--- src/rtl/irq_gate_pkg.sv ---
// Package: shared encodings for the interrupt admission gate.
// Assumes: flag_op carries one of the listed codes at a boundary.
package irq_gate_pkg;
    localparam int OP_W = 3;

    typedef enum logic [OP_W-1:0] {
        FOP_NONE  = 3'd0,
        FOP_RET   = 3'd1,
        FOP_CLEAR = 3'd2,
        FOP_SET   = 3'd3,
        FOP_PULL  = 3'd4
    } flag_op_e;

    localparam int N_KINDS = 4;
    // Index order of the take vector, highest rank first.
    localparam int K_RST = 0;
    localparam int K_NMI = 1;
    localparam int K_BRK = 2;
    localparam int K_IRQ = 3;
endpackage

--- src/rtl/irq_mask_track.sv ---
// Module: keeps the mask value as it stood one instruction ago and forms
// the effective mask for the maskable line.
// Assumes: mask_flag and op are stable while boundary is high.
module irq_mask_track
    import irq_gate_pkg::*;
(
    input  logic     clk,
    input  logic     rst_n,
    input  logic     boundary,
    input  logic     mask_flag,
    input  flag_op_e op,
    input  logic     entering,
    output logic     lag_mask,
    output logic     eff_mask
);
    logic lag_q;

    // Capture the post-instruction flag at each boundary, or force it set on entry.
    always_ff @(posedge clk) begin
        if (!rst_n)
            lag_q <= 1'b1;
        else if (boundary)
            lag_q <= entering ? 1'b1 : mask_flag;
    end

    // Return-from-interrupt uses the restored flag at once; all else lags.
    always_comb begin
        eff_mask = (op == FOP_RET) ? mask_flag : lag_q;
    end

    assign lag_mask = lag_q;

    // after an admitted entry the lagged mask is set
    a_r7_entry_sets_lag: assert property (@(posedge clk) disable iff (!rst_n)
        (boundary && entering) |=> lag_q);
endmodule

--- src/rtl/irq_take_arb.sv ---
// Module: ranks the four entry kinds and emits at most one take pulse.
// Assumes: the caller qualifies requests with the boundary strobe.
module irq_take_arb
    import irq_gate_pkg::*;
(
    input  logic               clk,
    input  logic               rst_n,
    input  logic [N_KINDS-1:0] req,
    output logic [N_KINDS-1:0] grant
);
    // Grant the lowest-index (highest-rank) request only.
    always_comb begin
        grant = '0;
        for (int k = 0; k < N_KINDS; k++) begin
            if (req[k] && grant == '0)
                grant[k] = 1'b1;
        end
    end

    // never more than one grant
    a_r9_single_grant: assert property (@(posedge clk) disable iff (!rst_n)
        $onehot0(grant));
    // a reset request always wins
    a_r9_reset_wins: assert property (@(posedge clk) disable iff (!rst_n)
        req[K_RST] |-> grant[K_RST]);
endmodule

--- src/rtl/irq_gate.sv ---
// Module: top of the interrupt admission gate. It decides at each instruction
// boundary which entry sequence, if any, the sequencer must start.
// Assumes: irq_n is synchronous to clk; boundary is a one-cycle strobe.
module irq_gate
    import irq_gate_pkg::*;
(
    input  logic       clk,
    input  logic       rst_n,
    input  logic       boundary,
    input  logic       irq_n,
    input  logic       mask_flag,
    input  logic [2:0] flag_op,
    input  logic       nmi_req,
    input  logic       brk_req,
    input  logic       rst_req,
    output logic       take_irq,
    output logic       take_nmi,
    output logic       take_brk,
    output logic       take_rst,
    output logic       set_mask
);
    flag_op_e           op;
    logic               lag_mask;
    logic               eff_mask;
    logic               entering;
    logic [N_KINDS-1:0] req;
    logic [N_KINDS-1:0] grant;

    assign op = flag_op_e'(flag_op);

    irq_mask_track u_track (
        .clk       (clk),
        .rst_n     (rst_n),
        .boundary  (boundary),
        .mask_flag (mask_flag),
        .op        (op),
        .entering  (entering),
        .lag_mask  (lag_mask),
        .eff_mask  (eff_mask)
    );

    // Qualify each request with the boundary strobe and reset.
    always_comb begin
        req        = '0;
        req[K_RST] = rst_req;
        req[K_NMI] = nmi_req;
        req[K_BRK] = brk_req;
        req[K_IRQ] = !irq_n && !eff_mask;
        if (!boundary || !rst_n)
            req = '0;
    end

    irq_take_arb u_arb (
        .clk   (clk),
        .rst_n (rst_n),
        .req   (req),
        .grant (grant)
    );

    assign take_rst = grant[K_RST];
    assign take_nmi = grant[K_NMI];
    assign take_brk = grant[K_BRK];
    assign take_irq = grant[K_IRQ];
    assign entering = |grant;
    assign set_mask = entering;

    // nothing is taken away from a boundary
    a_r2_only_at_boundary: assert property (@(posedge clk) disable iff (!rst_n)
        !boundary |-> !set_mask);
    // a maskable admission needs the line low
    a_r3_line_low: assert property (@(posedge clk) disable iff (!rst_n)
        take_irq |-> !irq_n);
    // a clear that is not a return cannot admit when the prior mask was set
    a_r5_clear_lags: assert property (@(posedge clk) disable iff (!rst_n)
        (boundary && op != FOP_RET && lag_mask) |-> !take_irq);
    // a non-maskable request with no reset request is always taken
    a_r8_nmi_unmasked: assert property (@(posedge clk) disable iff (!rst_n)
        (boundary && nmi_req && !rst_req) |-> take_nmi);
endmodule

--- config.mk ---
export PLATFORM = sky130hd
export DESIGN_NAME = irq_gate
export DESIGN_NICKNAME = d
export VERILOG_FILES = /design/src/rtl/irq_gate_pkg.sv /design/src/rtl/irq_mask_track.sv /design/src/rtl/irq_take_arb.sv /design/src/rtl/irq_gate.sv
export SDC_FILE = /design/constraint.sdc
export NUM_CORES = 1
export LEC_CHECK = 0
export BUFFER_PORTS_ARGS = -buffer_cell sky130_fd_sc_hd__clkbuf_2
export CORE_AREA = 2 2 39 41
export CTS_CLUSTER_DIAMETER = 200
export DETAILED_ROUTE_END_ITERATION = 8
export DIE_AREA = 0 0 41 43
export SETUP_SLACK_MARGIN = 0.4
export SKIP_LAST_GASP = 1
export SYNTH_ARGS = -nofsm -noshare
export SYNTH_HDL_FRONTEND = slang
export SYNTH_SLANG_ARGS = --single-unit
--- constraint.sdc ---
create_clock -name clk -period 1.99 [get_ports clk]
set_clock_uncertainty 0.1 [all_clocks]
set_input_delay 0.398 -clock clk [delete_from_list [all_inputs] [get_ports clk]]
set_output_delay 0.398 -clock clk [all_outputs]
set_load 0.005 [all_outputs]
==> reports/summary.txt, run 1 <==
layout cells sized above 1 = 75.00%
critical path startpoint category = input pin
Layout area overhead = 109.5%
post-synth cell types = 12
Final HPWL DP = 361.4 um
Syn Nets = 26
CP delay by family, top = multiplexers
Register Area = 20.02 um^2
Switching Fraction = 25.99%
cell chain of the critical path = buf_6, nor3b_4, mux2i_2, nand2b_1, buf_2
post-layout min period = 1.672 ns
Antenna Cells = 0
CP endpoint kind = output port
Slowest-stage cell, CP = mux2i_2
Largest register FFs = 1
Worst EP arrival = 1.17 ns
mean routed wirelength per cell = 9.083 um
die height = 43 um
share of the synthesized area in the top cell type = 19.05%
vias in the first global route = 170
Peak Freq = 0.5982 GHz
Cell Pwr Density = 207.3 nW/um^2
grt peak-use layer = met2
r2r endpoint = u_track.lag_mask$_SDFFE_PN1P_
RSZ-0062 raised after global routing = true
Slew @ Worst Pin = 0.2100 ns
Total Routing Usage GR = 4.400%
total power = 0.00005706 W
Leak = 0.1275 nW
fin crit share = 84.01%
Buffers on Ports = 15
sequential power share = 38.6%
first-pass GRT wire length = 600 um
Clock Power Share = 0%
largest net degree at the start of global routing = 8
initial antenna violation count = 0
DRT Pass-1 Iters = 1
Yosys top cell by area = and4bb_2
Vias/cell = 4.208
reg2reg path depth = 5
Worst-path clk slew = 0 ns
number of synthesized register bits = 1
die area = 1763 um^2
DRC violations left = 0
CP Max Fanout = 3
Avg Inst Size Synth = 8.758 um^2
met1 Track Usage GR = 4.127%
Fin Hold WS = 0.4037 ns
drt total wl = 436 um
Site Rows = 14
VDD IR-drop max = 0.05083 mV
Async S/R FF share, synth = 0%
Post-synth top flop = dfxtp_1
GR Util met2 = 9.063%
Layout Nets = 45
CP Buf/Inv Count = 2
Hold Crit Class = flip-flop to flip-flop
status = finished, final reports clean
Switch Pwr = 0.00001483 W
core area = 1384 um^2
Clk Latency, worst-skew pair = 0 ns
Setup crit end = set_mask
Comb pwr share = 61.4%
Finish-stage setup viols = 0
register area share after synthesis = 15.24%
post-route ant nets = 0
worst endpoint required time = 1.49 ns
vias = 202
multi-input logic area = 138.9 um^2
slew margin rel. = 85.72%
Slew Viols, Final = 0
Post-Syn Area = 131.4 um^2
largest cells by area after synthesis = and4bb_2 19%, dfxtp_1 15%, nor3b_1 11%, mux2i_1 7.6%, nor4bb_1 7.6%
met3 usage = 1.047%
setup_tns = 0 ns
initial core utilization = 9.494%
r2r setup slk = 0.74 ns
fillers = 158
die width = 41 um
Commonest cells post-synth = 2 x and4bb_2, 2 x nor2_1, 2 x nor3b_1
Worst Setup SP = flag_op[2]
Pint = 0.00004223 W
final hold viol count = 0
Slowest Stage Delay on Critical Path = 0.28 ns
Stages on worst setup path = 5
Setup Crit Path Kind = input pin to output port
IO Pins = 16
post-synthesis cell count = 15
DR iter-0 viols = 0
yosys warns = 0
reg-to-reg critical path startpoint = u_track.lag_mask$_SDFFE_PN1P_
max cap viols = 0
Post-synth EDFFs = 0
total congestion overflow = 0
GP Congestion = 0.4209
-- cells by family (layout without fill, tap and decap cells) --
family / count (synthesis) / in the layout / share of synthesized area [%]
and+or+nand+nor: 11 / 11 / 63.81
muxes: 1 / 1 / 7.619
DFF: 1 / 1 / 15.24
buffers and inverters: 0 / 17 / 0
AOI/OAI and AO/OA: 2 / 2 / 13.34
-- placed cells by master, fill, tap and decap left out --
cell type,Yosys,final
mux2i_2,0,1
dfxtp_1,1,1
nor4bb_2,0,1
a22oi_1,1,1
nand2b_1,1,1
buf_2,0,3
and4bb_2,2,2
buf_4,0,2
nor3b_1,2,1
nor3b_4,0,1
nand2_1,1,1
clkbuf_2,0,11
buf_6,0,1
o311a_1,1,1
and3_2,1,1
nor2_1,2,2
nor4b_2,0,1
-- worst min-delay path by stage --
stage,startpoint,to,cells after the start
3_3_place_gp,u_track.lag_mask$_SDFFE_PN1P_,u_track.lag_mask$_SDFFE_PN1P_,2
5_1_grt,u_track.lag_mask$_SDFFE_PN1P_,u_track.lag_mask$_SDFFE_PN1P_,2
6_report,u_track.lag_mask$_SDFFE_PN1P_,u_track.lag_mask$_SDFFE_PN1P_,2
4_1_cts,u_track.lag_mask$_SDFFE_PN1P_,u_track.lag_mask$_SDFFE_PN1P_,2
2_1_floorplan,u_track.lag_mask$_SDFFE_PN1P_,u_track.lag_mask$_SDFFE_PN1P_,2
3_5_place_dp,u_track.lag_mask$_SDFFE_PN1P_,u_track.lag_mask$_SDFFE_PN1P_,2
-- per-layer routing --
layer,part of all wire (%),vias to the layer above
met5,0,-
met4,0,0
met3,17,0
met2,49,13
met1,33,91
li1,-,98
-- metrics by stage --
stage / util, % / worst slack (ns) / area [um^2] / cells
finish: 19.89 / 0.3183 / 275.3 / 48
global route: 19.89 / 0.2769 / 275.3 / 48
CTS: 18.08 / 0.3142 / 250.2 / 48
detailed placement: 16.37 / 0.2553 / 226.5 / 46
global placement: 16.37 / 0.2835 / 226.5 / 46
floorplan: - / 0.5078 / 131.4 / 15
-- worst register-to-register path: cells and delay by family (launching register included) --
kind / cells / cell delay [ns]
buffers and inverters: 2 / 0.23
muxes: 1 / 0.20
AOI/OAI and AO/OA: 1 / 0.06
DFF: 1 / 0.29
and+or+nand+nor: 1 / 0.23
-- repair_timing --
item                       CTS  global route
gates resized for setup      2             7
hold buffers                 0             0
buffers inserted             2             0
pin swaps                    1             2
setup endpoints to repair    2             4
-- power groups by stage --
stage	sequential (W)	combinational (W)	clock, W
4_1_cts	0.0000220	0.0000306	0
3_3_place_gp	0.0000220	0.0000275	0
6_report	0.0000220	0.0000350	0
3_5_place_dp	0.0000220	0.0000282	0
5_1_grt	0.0000222	0.0000390	0
2_1_floorplan	0.0000220	0.0000106	0
-- cell type report --
| cell class | instances | area share (%) |
|---|---|---|
| timing repair buffer | 17 | 35.00 |
| tap | 16 | 7.273 |
| multi-input combinational | 14 | 50.45 |
| sequential | 1 | 7.273 |
(Power assumes the default switching activity.)
==> inputs of run 2 (changes only) <==
==> constraint.sdc (replaced) <==
create_clock -name clk -period 1.7 [get_ports clk]
set_clock_uncertainty 0.1 [all_clocks]
set_input_delay 0.34 -clock clk [delete_from_list [all_inputs] [get_ports clk]]
set_output_delay 0.34 -clock clk [all_outputs]
set_load 0.005 [all_outputs]
==> reports/summary.txt, run 2 (synthesis gave the netlist of run 1 again) <==
status = finished, final reports clean
r2r setup slk = 0.45 ns (-0.29 ns)
vias = 195 (-3.5%)
first-pass GRT wire length = 593 um (-1.2%)
fin crit share = 92.13%
Antenna Cells = 0 (unchanged)
slew margin rel. = 86.01% (+0.29 points)
post-route ant nets = 0 (unchanged)
VDD IR-drop max = 0.07522 mV (+48%)
largest net degree at the start of global routing = 8 (unchanged)
CP Max Fanout = 3 (unchanged)
most frequent cells in the layout = 7 x clkbuf_2, 4 x buf_6
Final HPWL DP = 367.3 um (+1.6%)
Layout area overhead = 179.0%
RSZ-0062 raised after global routing = true
final hold viol count = 0 (unchanged)
Non-Filler Instances = 48 (unchanged)
layout cells sized above 1 = 84.38% (+9.4 points)
hold depth = 2 (unchanged)
Register Area = 20.02 um^2 (unchanged)
Layout Nets = 45 (unchanged)
Total Routing Usage GR = 4.505% (+0.10 points)
drt total wl = 487 um (+12%)
total power = 0.00008765 W (+54%)
r2r endpoint = u_track.lag_mask$_SDFFE_PN1P_
DRT Pass-1 Iters = 4 (+3)
die area = 1763 um^2 (unchanged)
core area = 1384 um^2 (unchanged)
Vias/cell = 4.063 (-3.5%)
Worst EP arrival = 1.13 ns (-0.04 ns)
Clk Latency, worst-skew pair = 0 ns (unchanged)
reg-to-reg critical path startpoint = u_track.lag_mask$_SDFFE_PN1P_
die height = 43 um (unchanged)
Fin Hold WS = 0.4033 ns (-0.0003890 ns)
reg2reg path depth = 5 (unchanged)
IO Pins = 16 (unchanged)
hold_buf cts = 0 (unchanged)
most common cell after layout, fill and taps aside = clkbuf_2
CP endpoint kind = output port
Buffers on Ports = 15 (unchanged)
worst endpoint required time = 1.26 ns (-0.23 ns)
total congestion overflow = 0 (unchanged)
critical path startpoint category = input pin
Peak Freq = 0.6385 GHz
Finish-stage setup viols = 0 (unchanged)
Site Rows = 14 (unchanged)
vias in the first global route = 178 (+4.7%)
multi-input logic area = 171.4 um^2 (+23%)
Setup Crit Path Kind = input pin to output port
fillers = 146 (-7.6%)
DR iter-0 viols = 1 (+1)
initial antenna violation count = 0 (unchanged)
die width = 41 um (unchanged)
GP Congestion = 0.4732 (+12%)
Hold Crit Class = flip-flop to flip-flop
mean routed wirelength per cell = 10.15 um (+12%)
initial core utilization = 9.494% (unchanged)
hold worst-path end = u_track.lag_mask$_SDFFE_PN1P_
Largest register FFs = 1 (unchanged)
Slew @ Worst Pin = 0.2058 ns (-0.004259 ns)
Cell Pwr Density = 239.1 nW/um^2 (+15%)
Leak = 0.1664 nW (+30%)
Worst-path clk slew = 0 ns (unchanged)
max cap viols = 0 (unchanged)
cell count after placement = 46 (unchanged)
setup_tns = 0 ns (unchanged)
Slew Viols, Final = 0 (unchanged)
DRC violations left = 0 (unchanged)
post-layout min period = 1.566 ns
Min-Delay Startpoint = u_track.lag_mask$_SDFFE_PN1P_
run 2: final cells by class:
cell class	count	share of cell area [%]
multi-input cells	14	46.76
repair buffers	17	42.32
flip-flops and latches	1	5.461
well taps	16	5.461
run 2: what timing repair did:
| action | in CTS | in global routing |
|---|---|---|
| gates cloned | 0 | 0 |
| pin swaps | 2 | 7 |
| gates resized for setup | 8 | 15 |
| endpoints found under the hold margin | 0 | 0 |
| setup buffers | 2 | 0 |
| setup endpoints to repair | 5 | 5 |
run 2: worst max path at each step:
stage / startpoint / to / slack, ns
final: flag_op[2] / set_mask / 0.13
after global routing: flag_op[2] / set_mask / 0.11
after CTS: flag_op[1] / set_mask / 0.14
after detailed placement: flag_op[1] / set_mask / 0.13
after global placement: flag_op[1] / set_mask / 0.12
after floorplan: flag_op[1] / set_mask / 0.39
run 2: stage by stage:
| stage | cell area (um^2) | util, % | setup WS (ns) |
|---|---|---|---|
| 2_1_floorplan | 142.6 | - | 0.3905 |
| 3_3_place_gp | 237.7 | 17.18 | 0.1248 |
| 3_5_place_dp | 237.7 | 17.18 | 0.1322 |
| 4_1_cts | 310.3 | 22.42 | 0.1372 |
| 5_1_grt | 366.6 | 26.49 | 0.1110 |
| 6_report | 366.6 | 26.49 | 0.1338 |
run 2: per-layer routing:
metal	share of wire (%)	global-route usage [%]	vias up
li1	-	-	96
met5	0	0	-
met1	36	3.822	88
met3	16	1.047	0
met2	48	9.688	11
met4	0	0	0
run 2: power breakdown:
group | total (W) | switching (W) | internal [W]
combinational | 0.0000619 | 0.0000215 | 0.0000404
clock | 0 | 0 | 0
sequential | 0.0000258 | 0.000000447 | 0.0000253
run 2: critical path, stage by stage:
cell	delay, ns
buf_6	0.09
nor3b_4	0.21
mux2i_2	0.28
nand2b_1	0.07
buf_2	0.13
==> inputs of run 3 (changes only) <==
--- a/config.mk
+++ b/config.mk
@@ -10,7 +10,7 @@
 export CTS_CLUSTER_DIAMETER = 200
 export DETAILED_ROUTE_END_ITERATION = 8
 export DIE_AREA = 0 0 41 43
-export SETUP_SLACK_MARGIN = 0.4
+export SETUP_SLACK_MARGIN = 0.5
 export SKIP_LAST_GASP = 1
 export SYNTH_ARGS = -nofsm -noshare
 export SYNTH_HDL_FRONTEND = slang
==> reports/summary.txt, run 3 (synthesis gave the netlist of run 1 again) <==
die area = 1763 um^2 (unchanged)
Largest register FFs = 1 (unchanged)
worst endpoint required time = 1.26 ns (about the same)
grt peak-use layer = met2
layout cells sized above 1 = 87.50% (+3.1 points)
Slew Viols, Final = 0 (unchanged)
GR Util met2 = 8.438% (-1.2 points)
Hold Crit Class = flip-flop to flip-flop
Setup Crit Path Kind = input pin to output port
slew margin rel. = 84.93% (-1.1 points)
DRC violations left = 0 (unchanged)
Leak = 0.1749 nW (+5.1%)
die height = 43 um (unchanged)
setup_tns = 0 ns (unchanged)
Site Rows = 14 (unchanged)
Buffers on Ports = 15 (unchanged)
most frequent cells in the layout = 6 x clkbuf_2, 4 x buf_6, 3 x buf_2
core area = 1384 um^2 (unchanged)
Worst Setup SP = boundary
Layout Nets = 45 (unchanged)
mean routed wirelength per cell = 10.83 um (+6.8%)
Worst-path clk slew = 0 ns (unchanged)
CP endpoint kind = output port
max cap viols = 0 (unchanged)
Min-Delay Startpoint = u_track.lag_mask$_SDFFE_PN1P_
GP Congestion = 0.4560 (-3.6%)
met1 Track Usage GR = 4.762% (+0.94 points)
Clk Latency, worst-skew pair = 0 ns (unchanged)
total power = 0.00009383 W (+7.1%)
initial antenna violation count = 0 (unchanged)
fin crit share = 92.76% (+0.63 points)
total congestion overflow = 0 (unchanged)
die width = 41 um (unchanged)
largest net degree at the start of global routing = 8 (unchanged)
fillers = 145 (-0.68%)
pre-CTS setup slack = 0.1157 ns (-0.01658 ns)
post-route ant nets = 0 (unchanged)
vias = 202 (+3.6%)
Layout area overhead = 198.1%
CP Max Fanout = 7 (+4)
RSZ-0062 raised after global routing = true
vias in the first global route = 153 (-14%)
Worst EP arrival = 1.14 ns (about the same)
IO Pins = 16 (unchanged)
Cell Pwr Density = 239.6 nW/um^2 (+0.21%)
initial core utilization = 9.494% (unchanged)
Peak Freq = 0.6342 GHz (-0.68%)
Vias/cell = 4.208 (+3.6%)
Antenna Cells = 0 (unchanged)
DR iter-0 viols = 0 (-1)
status = finished, final reports clean
VDD IR-drop max = 0.06195 mV (-18%)
Total Routing Usage GR = 4.400% (-0.10 points)
most common cell after layout, fill and taps aside = clkbuf_2
met3 usage = 1.047% (unchanged)
reg-to-reg critical path startpoint = u_track.lag_mask$_SDFFE_PN1P_
Final HPWL DP = 349.8 um (-4.8%)
post-layout worst setup margin = 0.1231 ns (-0.01074 ns)
DRT Pass-1 Iters = 1 (-3)
hold_buf cts = 0 (unchanged)
drt total wl = 520 um (+6.8%)
post-layout min period = 1.577 ns (+0.01074 ns)
first-pass GRT wire length = 586 um (-1.2%)
Slew @ Worst Pin = 0.2217 ns (+0.01587 ns)
Finish-stage setup viols = 0 (unchanged)
final hold viol count = 0 (unchanged)
critical path startpoint category = input pin
run 3: cell count changes in the layout (fill, tap and decap cells not counted), sizes merged:
| cell | previous run | this run |
|---|---|---|
| clkbuf | 9 | 8 |
| buf | 8 | 9 |
run 3: final cells by class:
class | count | area, um^2 | area share, %
Tap cell | 16 | 20.02 | 5.112
Sequential cell | 1 | 20.02 | 5.112
Multi-Input combinational cell | 14 | 188.9 | 48.24
Timing Repair Buffer | 17 | 162.7 | 41.53
run 3: worst max-delay path, stage by stage:
cell	delay (ns)
clkbuf_16	0.14
and4bb_2	0.23
mux2i_2	0.21
nand2b_1	0.08
buf_2	0.13
run 3: routing by layer:
| layer | share of wire [%] | wire length [um] |
|---|---|---|
| met2 | 53 | 278 |
| met1 | 36 | 187 |
| met4 | 0 | 0 |
| met3 | 10 | 53 |
| met5 | 0 | 0 |
run 3: per-stage QoR:
stage | area (um^2) | hold slack [ns] | cells | util [%]
2_1_floorplan | 142.6 | 0.3403 | 15 | -
3_3_place_gp | 237.7 | 0.4055 | 46 | 17.18
3_5_place_dp | 237.7 | 0.4109 | 46 | 17.18
4_1_cts | 320.3 | 0.4089 | 47 | 23.15
5_1_grt | 391.6 | 0.4489 | 48 | 28.30
6_report | 391.6 | 0.4036 | 48 | 28.30
run 3: path summary, 6_finish.rpt:
path                                        end  slack (ns)  depth (start not counted)
setup / recovery                       set_mask        0.12                          5
hold reg to reg   u_track.lag_mask$_SDFFE_PN1P_        0.40                          2
hold / removal    u_track.lag_mask$_SDFFE_PN1P_        0.40                          2
setup reg to reg  u_track.lag_mask$_SDFFE_PN1P_        0.43                          5
run 3: timing repair:
item,4_1_cts,5_1_grt
resized for setup,12,16
setup buffers,1,1
pin swaps,3,6
setup endpoints to repair,6,5
run 3: power by group:
part           internal (W)  switching (W)
sequential        0.0000253    0.000000603
clock                     0              0
combinational     0.0000442      0.0000236
